<file path="src/rtl/irq_arb_pkg.sv">
package irq_arb_pkg;

    // Exceptions (3) plus four fixed software traps precede programmable sources
    localparam int EXC_SRCS = 7;

    typedef struct packed {
        logic       en;
        logic [1:0] lvl;
    } src_attr_t;

    typedef struct packed {
        logic       valid;
        logic [1:0] lvl;
    } grant_t;

    function automatic logic [1:0] exc_level(input int idx);
        if (idx < 3) return 2'd3;
        return 2'(6 - idx);
    endfunction

    // Debug select: 00 off, otherwise the code is the level (1..3)
    function automatic src_attr_t dbg_attr(input logic [1:0] sel);
        src_attr_t a;
        a.en  = (sel != 2'b00);
        a.lvl = sel;
        return a;
    endfunction

    // Peripheral select: 00 off, otherwise level is code minus one (0..2)
    function automatic src_attr_t per_attr(input logic [1:0] sel);
        src_attr_t a;
        a.en  = (sel != 2'b00);
        a.lvl = sel - 2'd1;
        return a;
    endfunction

endpackage

</file>
<file path="src/rtl/irq_src_map.sv">
module irq_src_map
    import irq_arb_pkg::*;
#(
    parameter int NUM_DBG = 4,
    parameter int NUM_PER = 16,
    localparam int W = EXC_SRCS + NUM_DBG + NUM_PER
) (
    input  logic [W-1:0]          req,
    input  logic [2*NUM_DBG-1:0]  dbg_sel,
    input  logic [2*NUM_PER-1:0]  per_sel,
    output logic [3:0][W-1:0]     pend
);

    for (genvar i = 0; i < W; i++) begin : g_src
        src_attr_t attr;
        if (i < EXC_SRCS) begin : g_exc
            assign attr = '{en: 1'b1, lvl: exc_level(i)};
        end else if (i < EXC_SRCS + NUM_DBG) begin : g_dbg
            assign attr = dbg_attr(dbg_sel[2*(i-EXC_SRCS) +: 2]);
        end else begin : g_per
            assign attr = per_attr(per_sel[2*(i-EXC_SRCS-NUM_DBG) +: 2]);
        end
        for (genvar l = 0; l < 4; l++) begin : g_lvl
            assign pend[l][i] = req[i] & attr.en & (attr.lvl == 2'(l));
        end
    end

endmodule

</file>
<file path="src/rtl/irq_level_pick.sv">
module irq_level_pick #(
    parameter int W     = 27,
    parameter int IDX_W = 5
) (
    input  logic [W-1:0]     pend,
    output logic             hit,
    output logic [IDX_W-1:0] idx
);

    always_comb begin
        hit = 1'b0;
        idx = '0;
        for (int i = W - 1; i >= 0; i--) begin
            if (pend[i]) begin
                hit = 1'b1;
                idx = IDX_W'(i);
            end
        end
    end

endmodule

</file>
<file path="src/rtl/irq_grant_sel.sv">
module irq_grant_sel
    import irq_arb_pkg::*;
#(
    parameter int IDX_W   = 5,
    parameter int LOW_IDX = 27
) (
    input  logic [3:0]            hit,
    input  logic [3:0][IDX_W-1:0] idx,
    input  logic [1:0]            mask,
    input  logic                  low_req,
    output grant_t                grant,
    output logic [IDX_W-1:0]      win_idx
);

    always_comb begin
        grant   = '0;
        win_idx = IDX_W'(LOW_IDX);
        // ascending scan: the last eligible level assigned is the highest
        for (int l = 0; l < 4; l++) begin
            if (hit[l] && (2'(l) >= mask)) begin
                grant.valid = 1'b1;
                grant.lvl   = 2'(l);
                win_idx     = idx[l];
            end
        end
        if (!grant.valid && low_req) begin
            grant.valid = 1'b1;
            grant.lvl   = 2'd0;
            win_idx     = IDX_W'(LOW_IDX);
        end
    end

endmodule

</file>
<file path="src/rtl/irq_prio_arbiter.sv">
module irq_prio_arbiter
    import irq_arb_pkg::*;
#(
    parameter int NUM_DBG = 4,
    parameter int NUM_PER = 16,
    parameter int VEC_W   = 16,
    parameter logic [VEC_W-1:0] VEC_BASE = 'h80,
    localparam int NUM_SRC = EXC_SRCS + NUM_DBG + NUM_PER + 1
) (
    input  logic                 clk,
    input  logic                 rst,
    input  logic [NUM_SRC-1:0]   irq_req,
    input  logic [2*NUM_DBG-1:0] dbg_sel,
    input  logic [2*NUM_PER-1:0] per_sel,
    input  logic [1:0]           core_mask,
    output logic                 irq_valid,
    output logic [VEC_W-1:0]     irq_vector,
    output logic [1:0]           irq_level
);

    localparam int NUMBERED = NUM_SRC - 1;
    localparam int IDX_W    = $clog2(NUM_SRC);

    logic [3:0][NUMBERED-1:0] pend;
    logic [3:0]               lvl_hit;
    logic [3:0][IDX_W-1:0]    lvl_idx;
    grant_t                   grant;
    logic [IDX_W-1:0]         win_idx;
    logic [VEC_W-1:0]         next_vec;

    irq_src_map #(
        .NUM_DBG (NUM_DBG),
        .NUM_PER (NUM_PER)
    ) u_map (
        .req     (irq_req[NUMBERED-1:0]),
        .dbg_sel (dbg_sel),
        .per_sel (per_sel),
        .pend    (pend)
    );

    for (genvar l = 0; l < 4; l++) begin : g_level
        irq_level_pick #(
            .W     (NUMBERED),
            .IDX_W (IDX_W)
        ) u_pick (
            .pend (pend[l]),
            .hit  (lvl_hit[l]),
            .idx  (lvl_idx[l])
        );
    end

    irq_grant_sel #(
        .IDX_W   (IDX_W),
        .LOW_IDX (NUMBERED)
    ) u_sel (
        .hit     (lvl_hit),
        .idx     (lvl_idx),
        .mask    (core_mask),
        .low_req (irq_req[NUMBERED]),
        .grant   (grant),
        .win_idx (win_idx)
    );

    assign next_vec = VEC_BASE + VEC_W'({win_idx, 1'b0});

    always_ff @(posedge clk) begin
        if (rst) begin
            irq_valid  <= 1'b0;
            irq_vector <= '0;
            irq_level  <= 2'd0;
        end else begin
            irq_valid  <= grant.valid;
            irq_vector <= next_vec;
            irq_level  <= grant.lvl;
        end
    end

endmodule

</file>
<file path="config.mk">
export PLATFORM = sky130hd
export DESIGN_NAME = irq_prio_arbiter
export DESIGN_NICKNAME = d
export VERILOG_FILES = /design/src/rtl/irq_arb_pkg.sv /design/src/rtl/irq_src_map.sv /design/src/rtl/irq_level_pick.sv /design/src/rtl/irq_grant_sel.sv /design/src/rtl/irq_prio_arbiter.sv
export SDC_FILE = /design/constraint.sdc
export NUM_CORES = 1
export LEC_CHECK = 0
export ABC_AREA = 1
export BUFFER_PORTS_ARGS = -buffer_cell sky130_fd_sc_hd__buf_4
export CORE_MARGIN = 8
export CORE_UTILIZATION = 40
export CTS_CLUSTER_DIAMETER = 200
export DETAILED_ROUTE_END_ITERATION = 6
export PLACE_DENSITY = 0.82
export SLEW_MARGIN = 40
export SYNTH_ARGS = -nofsm -noshare
export SYNTH_HDL_FRONTEND = slang
export SYNTH_SLANG_ARGS = --single-unit
</file>
<file path="constraint.sdc">
create_clock -name clk -period 1.8 [get_ports clk]
set_input_delay 0.36 -clock clk [delete_from_list [all_inputs] [get_ports clk]]
set_output_delay 0.36 -clock clk [all_outputs]
set_load 0.03 [all_outputs]
</file>
==> out/results.txt <==
Clock Tree Buf Depth: 2
ANT nets after route: 0
ys flop type: dfxtp_1
Fin. Hold Viols: 0
status: finished clean
leakage: 0.00166 uW
n_diodes: 0
Yosys reg bits: 9
Die Wd: 82.9 um
pre-CTS setup slack: -0.199 ns
vias: 2507
min setup slack post-route: 0.0408 ns
hold depth: 2
max-slew violations: 0
Layout Cells excl Fill: 523
most frequent cell after synthesis: nand2_1
ys async rst share: 0%
PwrDens: 379 nW/um^2
Worst setup EP type: flop
Sink Count: 9
first-pass GRT wire length: 9450 um
via density per instance: 4.79
H-Tree Depth: 1
Detailed Route Iter0 Violations: 103
most frequent cells after synthesis: nand2_1 (122), inv_1 (53), nor2_1 (49), nand3_1 (22)
synth top area cells: nand2_1 (26%), inv_1 (11%), nor2_1 (10%)
WL/cell: 11.2 um
area of the die: 6860 um^2
CTS Root Cell: clkbuf_8
WL final: 5880 um
I/O pin total: 91
total core area: 4320 um^2
Die Y: 82.9 um
Max Clk Rate: 568 MHz
Worst setup SP type: input port
Syn. warnings: 0
Post-Syn Instances: 353
Rows: 24
CP arrival: 1.94 ns
share of layout cells above drive strength 1: 38.4%
NumNets Final: 544
area share of the largest cell type after synthesis: 25.6%
min cycle time layout: 1.76 ns
largest net degree at the start of global routing: 6
CTS clock-pin slew for the worst setup and hold paths: 0.04 ns
RSZ-0062 raised after global routing: true
max cap viols: 0
WS Path Type: input port to flop
Hold Crit Endpoint: irq_valid
number of global-route vias before repair: 2430
number of distinct library cells after synthesis: 32
Placer Congestion: 0.865
fillers: 424
CTS tree: done
hold path start: rst
Max IR drop VDD: 265 uV
worst endpoint required time: 1.98 ns
cts bufs inserted: 3
Placed Cells: 515
Synth area leader: nand2_1
EDFF count, synth: 0
Tot Pwr: 1120 uW
drt pass-1 iters: 4
initial antenna violation count: 0
sequential area share after synthesis: 10.1%
final setup fails: 0
syn_area_per_cell: 5.07 um^2
I/O Buffers: 80
period utilization: 97.7%
Mapped Area: 1790 um^2
all-layer global routing usage: 15.0%
worst min-delay path category: input port to flop
grt ovf: 0
# DRC: 0
Starting Density: 41.3%
CP Max Fanout: 4
DPL Wire Length: 5020 um
area delta synth->final: 64.6%
## stage by stage
stage / hold WS, ns / setup TNS, ns / cell area (um^2) / util [%]
CTS: 0.330 / 0 / 2690 / 62.2
finish: 0.342 / 0 / 2940 / 68.1
floorplan: 0.429 / 0 / 1820 / -
global placement: 0.572 / -0.438 / 2650 / 61.2
detailed placement: 0.570 / -0.743 / 2650 / 61.2
global route: 0.333 / -0.166 / 2940 / 68.1
## routing by layer
metal	GRT usage, %	share of wire [%]
met4	1.92	1.3
met1	16.3	41
met2	28.9	52
met3	3.61	5.3
met5	0	0
## final cells by class
class                           instances  area (um^2)  share of cell area (%)
Multi-Input combinational cell        280         1520                    51.5
Timing Repair Buffer                  115          893                    30.4
Inverter                               63          244                    8.29
Sequential cell                         9          180                    6.12
Tap cell                               52         65.1                    2.21
Clock buffer                            4         45.0                    1.53
## report_power, final
group / total [uW] / internal, uW / switching, uW
Sequential: 211 / 208 / 2.43
Combinational: 676 / 311 / 365
Clock: 228 / 154 / 74.6
Total: 1120 / 673 / 442
## registers in the layout, indices dropped and copies added (netlist names)
signal and cells:
irq_vector 6, irq_level 2, irq_valid 1
## worst max-delay path by stage
stage,start,to,slack [ns]
2_1_floorplan,per_sel[20],irq_vector[1],0.09
3_3_place_gp,irq_req[18],irq_vector[1],-0.11
3_5_place_dp,irq_req[18],irq_vector[1],-0.20
4_1_cts,irq_req[18],irq_vector[1],0.04
5_1_grt,dbg_sel[4],irq_vector[1],-0.06
6_report,dbg_sel[5],irq_vector[1],0.04
## worst max-delay path: stages
cell	delay [ns]
buf_4	0.12
buf_4	0.13
inv_1	0.05
nor3_1	0.06
inv_1	0.07
nand2_1	0.05
nor2_1	0.18
nand2_1	0.24
nor2_8	0.16
inv_4	0.05
buf_4	0.13
a21oi_2	0.10
nand2_1	0.07
nand3_2	0.07
nand2_1	0.04
inv_1	0.04
## cells by family after synthesis
logic type,count (synthesis),synth area share [%]
and+or+nand+nor,241,62.5
buffers and inverters,73,17.6
AOI/OAI and AO/OA,29,9.66
DFF,9,10.1
other,1,0.210
## layout by cell type (no fill, tap or decap), drive strengths merged, types with 8 or more instances in the layout
| cell | count |
|---|---|
| a21oi | 9 |
| buf | 115 |
| conb | 10 |
| dfxtp | 9 |
| inv | 62 |
| nand2 | 126 |
| nand3 | 25 |
| nand3b | 15 |
| nor2 | 54 |
| nor3 | 16 |
| o21ai | 8 |
## timing repair
item / CTS / global route
hold buffers: 0 / 0
buffers inserted: 0 / 4
endpoints found under the setup margin: 0 / 6
gates resized for setup: 0 / 60
endpoints found under the hold margin: 0 / 0
(Power assumes the default switching activity.)
